--- config.mk ---
export PLATFORM = sky130hd
export DESIGN_NAME = subblk_wt_cache
export DESIGN_NICKNAME = d
export VERILOG_FILES = /design/src/rtl/wtc_pkg.sv /design/src/rtl/wtc_tag_store.sv /design/src/rtl/wtc_data_store.sv /design/src/rtl/wtc_ctrl.sv /design/src/rtl/subblk_wt_cache.sv
export SDC_FILE = /design/constraint.sdc
export NUM_CORES = 1
export LEC_CHECK = 0
export BUFFER_PORTS_ARGS = -buffer_cell sky130_fd_sc_hd__clkbuf_2
export CAP_MARGIN = 20
export CELL_PAD_IN_SITES_DETAIL_PLACEMENT = 0
export CELL_PAD_IN_SITES_GLOBAL_PLACEMENT = 1
export CORE_UTILIZATION = 40
export CTS_CLUSTER_DIAMETER = 200
export DETAILED_ROUTE_END_ITERATION = 16
export PLACE_DENSITY = 0.69
export REMOVE_ABC_BUFFERS = 1
export SETUP_SLACK_MARGIN = 0.05
export SKIP_CTS_REPAIR_TIMING = 1
export SYNTH_ARGS = -nofsm -noshare
export SYNTH_HDL_FRONTEND = slang
export SYNTH_HIERARCHICAL = 1
export SYNTH_SLANG_ARGS = --single-unit
export TNS_END_PERCENT = 5
--- constraint.sdc ---
create_clock -name clk -period 5.37 [get_ports clk]
set_clock_uncertainty 0.1 [all_clocks]
set_input_delay 0.8055 -clock clk [delete_from_list [all_inputs] [get_ports clk]]
set_output_delay 0.8055 -clock clk [all_outputs]
set_load 0.05 [all_outputs]
--- src/rtl/wtc_pkg.sv ---
package wtc_pkg;

    typedef enum logic [2:0] {
        ST_IDLE,
        ST_WR_SEND,
        ST_FILL_REQ,
        ST_FILL_WAIT,
        ST_RESP
    } wtc_state_e;

    typedef enum logic [1:0] {
        UPD_REVALID,
        UPD_FILLIN,
        UPD_REPLACE
    } upd_kind_e;

endpackage

--- src/rtl/wtc_tag_store.sv ---
module wtc_tag_store
    import wtc_pkg::*;
#(
    parameter int SETS  = 8,
    parameter int WORDS = 4,
    parameter int TAG_W = 11,
    parameter int IDX_W = 3,
    parameter int OFF_W = 2
) (
    input  logic             clk,
    input  logic             rst_n,
    input  logic [IDX_W-1:0] lk_idx,
    output logic [TAG_W-1:0] lk_tag,
    output logic [WORDS-1:0] lk_valid,
    input  logic             upd_en,
    input  logic [IDX_W-1:0] upd_idx,
    input  logic [TAG_W-1:0] upd_tag,
    input  logic [OFF_W-1:0] upd_off
);

    logic [TAG_W-1:0] tag_q [SETS];
    logic [WORDS-1:0] vld_q [SETS];

    logic [WORDS-1:0] sel_1h;
    logic [WORDS-1:0] cur_row;
    logic             cur_match;
    upd_kind_e        upd_kind;

    always_comb begin
        sel_1h    = WORDS'(1) << upd_off;
        cur_row   = vld_q[upd_idx];
        cur_match = (tag_q[upd_idx] == upd_tag);
        if (!cur_match)
            upd_kind = UPD_REPLACE;
        else if (cur_row[upd_off])
            upd_kind = UPD_REVALID;
        else
            upd_kind = UPD_FILLIN;
    end

    assign lk_tag   = tag_q[lk_idx];
    assign lk_valid = vld_q[lk_idx];

    for (genvar s = 0; s < SETS; s++) begin : g_set
        always_ff @(posedge clk) begin
            if (!rst_n) begin
                tag_q[s] <= '0;
                vld_q[s] <= '0;
            end else if (upd_en && (upd_idx == IDX_W'(s))) begin
                // the tag is written without waiting for the compare
                tag_q[s] <= upd_tag;
                unique case (upd_kind)
                    UPD_REVALID: vld_q[s] <= vld_q[s] | sel_1h;
                    UPD_FILLIN:  vld_q[s] <= vld_q[s] | sel_1h;
                    UPD_REPLACE: vld_q[s] <= sel_1h;
                    default:     vld_q[s] <= '0;
                endcase
            end
        end
    end


    replace_onehot_chk: assert property (@(posedge clk) disable iff (!rst_n)
        upd_en && (upd_kind == UPD_REPLACE) |=> vld_q[$past(upd_idx)] == $past(sel_1h));


    match_keep_chk: assert property (@(posedge clk) disable iff (!rst_n)
        upd_en && (upd_kind != UPD_REPLACE) |=> vld_q[$past(upd_idx)] == ($past(cur_row) | $past(sel_1h)));


    tag_written_chk: assert property (@(posedge clk) disable iff (!rst_n)
        upd_en |=> tag_q[$past(upd_idx)] == $past(upd_tag));

endmodule

--- src/rtl/wtc_data_store.sv ---
module wtc_data_store #(
    parameter int SETS   = 8,
    parameter int WORDS  = 4,
    parameter int DATA_W = 32,
    parameter int IDX_W  = 3,
    parameter int OFF_W  = 2
) (
    input  logic              clk,
    input  logic [IDX_W-1:0]  rd_idx,
    input  logic [OFF_W-1:0]  rd_off,
    output logic [DATA_W-1:0] rd_data,
    input  logic              we,
    input  logic [IDX_W-1:0]  wr_idx,
    input  logic [OFF_W-1:0]  wr_off,
    input  logic [DATA_W-1:0] wr_data
);

    logic [DATA_W-1:0] word_q [SETS][WORDS];

    for (genvar s = 0; s < SETS; s++) begin : g_set
        for (genvar w = 0; w < WORDS; w++) begin : g_word
            always_ff @(posedge clk) begin
                if (we && (wr_idx == IDX_W'(s)) && (wr_off == OFF_W'(w)))
                    word_q[s][w] <= wr_data;
            end
        end
    end

    assign rd_data = word_q[rd_idx][rd_off];

endmodule

--- src/rtl/wtc_ctrl.sv ---
module wtc_ctrl
    import wtc_pkg::*;
#(
    parameter int ADDR_W = 16,
    parameter int DATA_W = 32
) (
    input  logic              clk,
    input  logic              rst_n,
    input  logic              cpu_req_valid,
    input  logic              cpu_req_write,
    input  logic [ADDR_W-1:0] cpu_req_addr,
    input  logic [DATA_W-1:0] cpu_req_wdata,
    output logic              cpu_req_ready,
    output logic              cpu_rsp_valid,
    output logic [DATA_W-1:0] cpu_rsp_rdata,
    input  logic              lk_hit,
    input  logic [DATA_W-1:0] lk_data,
    output logic              mem_wr_valid,
    input  logic              mem_wr_ready,
    output logic [ADDR_W-1:0] mem_wr_addr,
    output logic [DATA_W-1:0] mem_wr_data,
    output logic              mem_rd_req_valid,
    input  logic              mem_rd_req_ready,
    output logic [ADDR_W-1:0] mem_rd_req_addr,
    input  logic              mem_rd_rsp_valid,
    input  logic [DATA_W-1:0] mem_rd_rsp_data,
    output logic              upd_en,
    output logic [ADDR_W-1:0] upd_addr,
    output logic [DATA_W-1:0] upd_data
);

    wtc_state_e        state_q, state_d;
    logic [ADDR_W-1:0] pend_addr_q;
    logic [DATA_W-1:0] pend_data_q;
    logic [DATA_W-1:0] rsp_q;
    logic              accept;

    assign accept = (state_q == ST_IDLE) && cpu_req_valid;

    always_comb begin
        state_d = state_q;
        unique case (state_q)
            ST_IDLE: begin
                if (accept) begin
                    if (cpu_req_write) state_d = ST_WR_SEND;
                    else if (lk_hit)   state_d = ST_RESP;
                    else               state_d = ST_FILL_REQ;
                end
            end
            ST_WR_SEND:   if (mem_wr_ready)     state_d = ST_IDLE;
            ST_FILL_REQ:  if (mem_rd_req_ready) state_d = ST_FILL_WAIT;
            ST_FILL_WAIT: if (mem_rd_rsp_valid) state_d = ST_RESP;
            ST_RESP:      state_d = ST_IDLE;
            default:      state_d = ST_IDLE;
        endcase
    end

    always_ff @(posedge clk) begin
        if (!rst_n) begin
            state_q     <= ST_IDLE;
            pend_addr_q <= '0;
            pend_data_q <= '0;
            rsp_q       <= '0;
        end else begin
            state_q <= state_d;
            if (accept) begin
                pend_addr_q <= cpu_req_addr;
                pend_data_q <= cpu_req_wdata;
                if (!cpu_req_write && lk_hit)
                    rsp_q <= lk_data;
            end
            if ((state_q == ST_FILL_WAIT) && mem_rd_rsp_valid)
                rsp_q <= mem_rd_rsp_data;
        end
    end

    always_comb begin
        cpu_req_ready    = 1'b0;
        cpu_rsp_valid    = 1'b0;
        mem_wr_valid     = 1'b0;
        mem_rd_req_valid = 1'b0;
        upd_en           = 1'b0;
        upd_addr         = pend_addr_q;
        upd_data         = mem_rd_rsp_data;
        unique case (state_q)
            ST_IDLE: begin
                cpu_req_ready = 1'b1;
                upd_en        = cpu_req_valid && cpu_req_write;
                upd_addr      = cpu_req_addr;
                upd_data      = cpu_req_wdata;
            end
            ST_WR_SEND:   mem_wr_valid     = 1'b1;
            ST_FILL_REQ:  mem_rd_req_valid = 1'b1;
            ST_FILL_WAIT: upd_en           = mem_rd_rsp_valid;
            ST_RESP:      cpu_rsp_valid    = 1'b1;
            default: ;
        endcase
    end

    assign cpu_rsp_rdata   = rsp_q;
    assign mem_wr_addr     = pend_addr_q;
    assign mem_wr_data     = pend_data_q;
    assign mem_rd_req_addr = pend_addr_q;


    wr_hold_chk: assert property (@(posedge clk) disable iff (!rst_n)
        mem_wr_valid && !mem_wr_ready |=> mem_wr_valid && $stable(mem_wr_addr) && $stable(mem_wr_data));


    rd_hold_chk: assert property (@(posedge clk) disable iff (!rst_n)
        mem_rd_req_valid && !mem_rd_req_ready |=> mem_rd_req_valid && $stable(mem_rd_req_addr));


    hit_rsp_chk: assert property (@(posedge clk) disable iff (!rst_n)
        cpu_req_valid && cpu_req_ready && !cpu_req_write && lk_hit
        |=> cpu_rsp_valid && (cpu_rsp_rdata == $past(lk_data)));


    fill_rsp_chk: assert property (@(posedge clk) disable iff (!rst_n)
        (state_q == ST_FILL_WAIT) && mem_rd_rsp_valid
        |=> cpu_rsp_valid && (cpu_rsp_rdata == $past(mem_rd_rsp_data)));


    rsp_single_chk: assert property (@(posedge clk) disable iff (!rst_n)
        cpu_rsp_valid |=> !cpu_rsp_valid);

endmodule

--- src/rtl/subblk_wt_cache.sv ---
module subblk_wt_cache #(
    parameter int ADDR_W = 16,
    parameter int DATA_W = 32,
    parameter int SETS   = 8,
    parameter int WORDS  = 4
) (
    input  logic              clk,
    input  logic              rst_n,
    input  logic              cpu_req_valid,
    output logic              cpu_req_ready,
    input  logic              cpu_req_write,
    input  logic [ADDR_W-1:0] cpu_req_addr,
    input  logic [DATA_W-1:0] cpu_req_wdata,
    output logic              cpu_rsp_valid,
    output logic [DATA_W-1:0] cpu_rsp_rdata,
    output logic              mem_wr_valid,
    input  logic              mem_wr_ready,
    output logic [ADDR_W-1:0] mem_wr_addr,
    output logic [DATA_W-1:0] mem_wr_data,
    output logic              mem_rd_req_valid,
    input  logic              mem_rd_req_ready,
    output logic [ADDR_W-1:0] mem_rd_req_addr,
    input  logic              mem_rd_rsp_valid,
    input  logic [DATA_W-1:0] mem_rd_rsp_data
);

    localparam int OFF_W = $clog2(WORDS);
    localparam int IDX_W = $clog2(SETS);
    localparam int TAG_W = ADDR_W - IDX_W - OFF_W;

    logic [OFF_W-1:0] lk_off, up_off;
    logic [IDX_W-1:0] lk_idx, up_idx;
    logic [TAG_W-1:0] lk_tag, up_tag, line_tag;
    logic [WORDS-1:0] line_valid;
    logic [DATA_W-1:0] lk_data;
    logic              lk_hit;

    logic              upd_en;
    logic [ADDR_W-1:0] upd_addr;
    logic [DATA_W-1:0] upd_data;

    assign lk_off = cpu_req_addr[OFF_W-1:0];
    assign lk_idx = cpu_req_addr[OFF_W +: IDX_W];
    assign lk_tag = cpu_req_addr[ADDR_W-1 -: TAG_W];
    assign up_off = upd_addr[OFF_W-1:0];
    assign up_idx = upd_addr[OFF_W +: IDX_W];
    assign up_tag = upd_addr[ADDR_W-1 -: TAG_W];

    assign lk_hit = (line_tag == lk_tag) && line_valid[lk_off];

    wtc_tag_store #(
        .SETS(SETS), .WORDS(WORDS), .TAG_W(TAG_W), .IDX_W(IDX_W), .OFF_W(OFF_W)
    ) u_tags (
        .clk(clk), .rst_n(rst_n),
        .lk_idx(lk_idx), .lk_tag(line_tag), .lk_valid(line_valid),
        .upd_en(upd_en), .upd_idx(up_idx), .upd_tag(up_tag), .upd_off(up_off)
    );

    wtc_data_store #(
        .SETS(SETS), .WORDS(WORDS), .DATA_W(DATA_W), .IDX_W(IDX_W), .OFF_W(OFF_W)
    ) u_data (
        .clk(clk),
        .rd_idx(lk_idx), .rd_off(lk_off), .rd_data(lk_data),
        .we(upd_en), .wr_idx(up_idx), .wr_off(up_off), .wr_data(upd_data)
    );

    wtc_ctrl #(.ADDR_W(ADDR_W), .DATA_W(DATA_W)) u_ctrl (
        .clk(clk), .rst_n(rst_n),
        .cpu_req_valid(cpu_req_valid), .cpu_req_write(cpu_req_write),
        .cpu_req_addr(cpu_req_addr), .cpu_req_wdata(cpu_req_wdata),
        .cpu_req_ready(cpu_req_ready),
        .cpu_rsp_valid(cpu_rsp_valid), .cpu_rsp_rdata(cpu_rsp_rdata),
        .lk_hit(lk_hit), .lk_data(lk_data),
        .mem_wr_valid(mem_wr_valid), .mem_wr_ready(mem_wr_ready),
        .mem_wr_addr(mem_wr_addr), .mem_wr_data(mem_wr_data),
        .mem_rd_req_valid(mem_rd_req_valid), .mem_rd_req_ready(mem_rd_req_ready),
        .mem_rd_req_addr(mem_rd_req_addr),
        .mem_rd_rsp_valid(mem_rd_rsp_valid), .mem_rd_rsp_data(mem_rd_rsp_data),
        .upd_en(upd_en), .upd_addr(upd_addr), .upd_data(upd_data)
    );


    busy_block_chk: assert property (@(posedge clk) disable iff (!rst_n)
        (mem_wr_valid || mem_rd_req_valid) |-> !cpu_req_ready);

endmodule

==> metrics.md <==
| Metric | Value |
|---|---|
| Xor/xnor share of the synthesized area | 0.380% |
| Hold_sp | cpu_req_wdata[18] |
| Slowest stage cell, crit path | nor2_4 |
| Reg2reg start | u_ctrl/state_q[0] |
| Worst slew pin tran | 1.09 ns |
| Syn_area_per_cell | 15.8 um^2 |
| Synth warn | 6 |
| RSZ-0062 raised after global routing | no |
| Sequential-to-total area share from yosys stat | 71.0% |
| I/O Buffers | 186 |
| Die height | 358 um |
| Netlist area before placement | 50,800 um^2 |
| Setup crit end kind | flop |
| Chip width | 358 um |
| Synth Instances | 3,208 |
| Initial antenna violation count | 4 |
| Max-cap viol count | 0 |
| Post-synth ARST share | 0% |
| Final Hold Viols | 0 |
| Cell taking the most area after synthesis | edfxtp_1 |
| Lkg Pwr | 20.5 nW |
| CP Max Fanout | 27 |
| Pre-antenna DRT Iters | 5 |
| Synth area leaders | edfxtp_1 68%, mux2i_1 10%, dfxtp_1 3.3% |
| Mux contribution to synthesized area | 14.0% |
| CP bufs+invs | 2 |
| Hold Crit Class | input port to flop |
| Compound-Gate Fraction of Synth Area | 6.05% |
| Final period utilization | 77.0% |
| Largest net degree at the start of global routing | 124 |
| Share of post-route cells with drive strength above 1 | 18.7% |
| Max-slew violation count | 0 |
| Comb power frac | 11.3% |
| Detailed-route via count | 28,900 |
| Residual DRC count | 0 |
| Synth Area in Simple Gates | 5.92% |
| Post-Synth Adder-Cell Area | 0% |
| Post-synth EDFFs | 1,144 |
| WL final | 136,000 um |
| GRT overflow | 0 |
| Main synth FF type | edfxtp_1 |
| CTS max path bufs | 3 |
| CORE AREA | 126,000 um^2 |
| CTS Buf Count | 136 |
| Area growth from synthesis to layout | 14.7% |
| Worst path required time | 5.71 ns |
| Worst EP arrival | 4.47 ns |
| DP HPWL | 77,400 um |
| Util after Layout | 46.3% |
| Die footprint | 128,000 um^2 |
| Clock power frac | 39.5% |
| Crit-path leading delay family | simple AND/OR/NAND/NOR gates |
| Sw Pwr | 5.65 mW |
| Peak supply drop | 0.000328 V |
| Run status | finished, final reports clean |
| Hold WS | 0.197 ns |
| Final nets | 3,489 |
| Core Rows | 130 |
| Vias in the first global route | 28,300 |
| Final setup vio count | 0 |
| Iter 0 DRT Violations | 2,853 |
| Cell chain of the critical path | nor3_4, buf_4, mux2_2, nand4_1, nor2_4, buf_4 |
| Top cell by count, worst path | buf_4 |
| H-tree levels | 4 |
| Register share of total power | 49.2% |
| Clk sinks | 1,227 |
| Global-route wire length before repair | 196,000 um |
| Antenna Nets Post-Route | 0 |
| Tot GR Track Use | 21.0% |
| GP Congestion | 0.781 |
| FMAX | 0.242 GHz |
| Fin crit period | 4.14 ns |
| Root Buffer | clkbuf_16 |
| Most common cell after layout, fill and taps aside | edfxtp_1 |
| Largest family of logic cells by synthesized area | multiplexers |
| Crit path from | u_ctrl/state_q[0] |
| PD cells | 388 nW/um^2 |
| Synth unique cells | 48 |
| Most frequent cells in the layout | 1,144 x edfxtp_1, 530 x mux2i_1, 211 x nand2_1 |
| Kind of critical path | flop to flop |
| CTS tree | yes |
| Clk_lat worst skew | 0.75 ns |
| Sw frac | 25.0% |
| Power Internal | 16.9 mW |
| CP Launch Type | flop |
| Clock transition at path regs | 0.06 ns |
| Avg WL per Cell | 26.4 um |
| Yosys reg bits | 1,227 |
| Synth top area share | 67.7% |
| Largest stage delay, worst path | 0.83 ns |
| Starting Density | 40.4% |
| Ports | 187 |
| Vias per cell | 5.61 |
| Max_slew headroom | 27.0% |
-- cell usage after synthesis, drive strengths merged, types with 25 or more instances --
master,number
a211oi,32
a21boi,49
a21oi,128
a22o,64
a22oi,97
a31oi,32
and2,25
and3,66
buf,137
clkbuf,99
dfxtp,83
edfxtp,1144
mux2,71
mux2i,530
mux4,45
nand2,212
nand3,102
nand4,36
nor2,72
nor3,64
o21ai,46
-- worst paths after layout --
path                                                to  slack [ns]  cells past startpoint
worst max-delay path              u_data/word_q[7][77]        1.23                      6
worst min-delay path            u_ctrl/mem_wr_data[18]        0.20                      3
worst max register to register    u_data/word_q[7][77]        1.23                      6
worst min register to register  u_ctrl/mem_wr_data[15]        0.36                      2
-- power by group through the flow --
stage          Clock [mW]  Combinational [mW]  Sequential, mW
2_1_floorplan           0                1.29            11.4
3_3_place_gp            0                2.52            11.3
3_5_place_dp            0                2.54            11.3
4_1_cts              9.10                2.55            11.1
5_1_grt              9.47                2.71            11.1
6_report             8.92                2.54            11.1
-- metal layers --
metal | routed length, um | up-vias | global-route usage [%] | share of wire (%)
met5 | 17 | - | 0 | 0.012
met4 | 3390 | 2 | 6.49 | 2.5
met3 | 8810 | 185 | 4.38 | 6.5
met2 | 64400 | 947 | 33.5 | 47
met1 | 59400 | 14900 | 28.9 | 44
li1 | - | 12900 | - | -
-- state kept, by name, indices dropped and copies added, names as in the netlist --
name / flops
u_ctrl/cpu_rsp_rdata: 32
u_ctrl/mem_rd_req_addr: 16
u_ctrl/mem_wr_data: 32
u_ctrl/state_q: 3
u_data/word_q: 1024
u_tags/tag_q: 88
u_tags/vld_q: 32
-- layout make-up --
type                       count  area [um^2]
fill                       10800        67500
multi-input combinational   1744        13700
clock inverter                63          552
inverter                       1         3.75
timing repair buffer         292         2130
clock buffer                 180         3720
sequential                  1227        36000
antenna                        1         2.50
tap                         1650         2060
-- per-stage QoR --
step	total power [mW]	cells	setup TNS (ns)	setup WS, ns	instance area (um^2)
final	22.6	5158	0	1.23	58200
after global routing	23.3	5157	0	1.05	58200
after CTS	22.7	5157	0	1.22	58200
after detailed placement	13.8	4914	0	0.631	53900
after global placement	13.8	4914	0	0.708	53900
after floorplan	12.7	2972	-856.03	-1.07	49400
-- worst reg2reg max path, stage by stage (launching register included) --
cell	delay, ns
dfxtp_1	0.48
nor3_4	0.34
buf_4	0.49
mux2_2	0.64
nand4_1	0.60
nor2_4	0.83
buf_4	0.35
-- kinds of logic after synthesis --
family,Yosys count
buf+inv,237
mux,646
xor+xnor,22
compound gates,460
flops,1227
simple gates,616
Power figures use the tool's default switching activity.
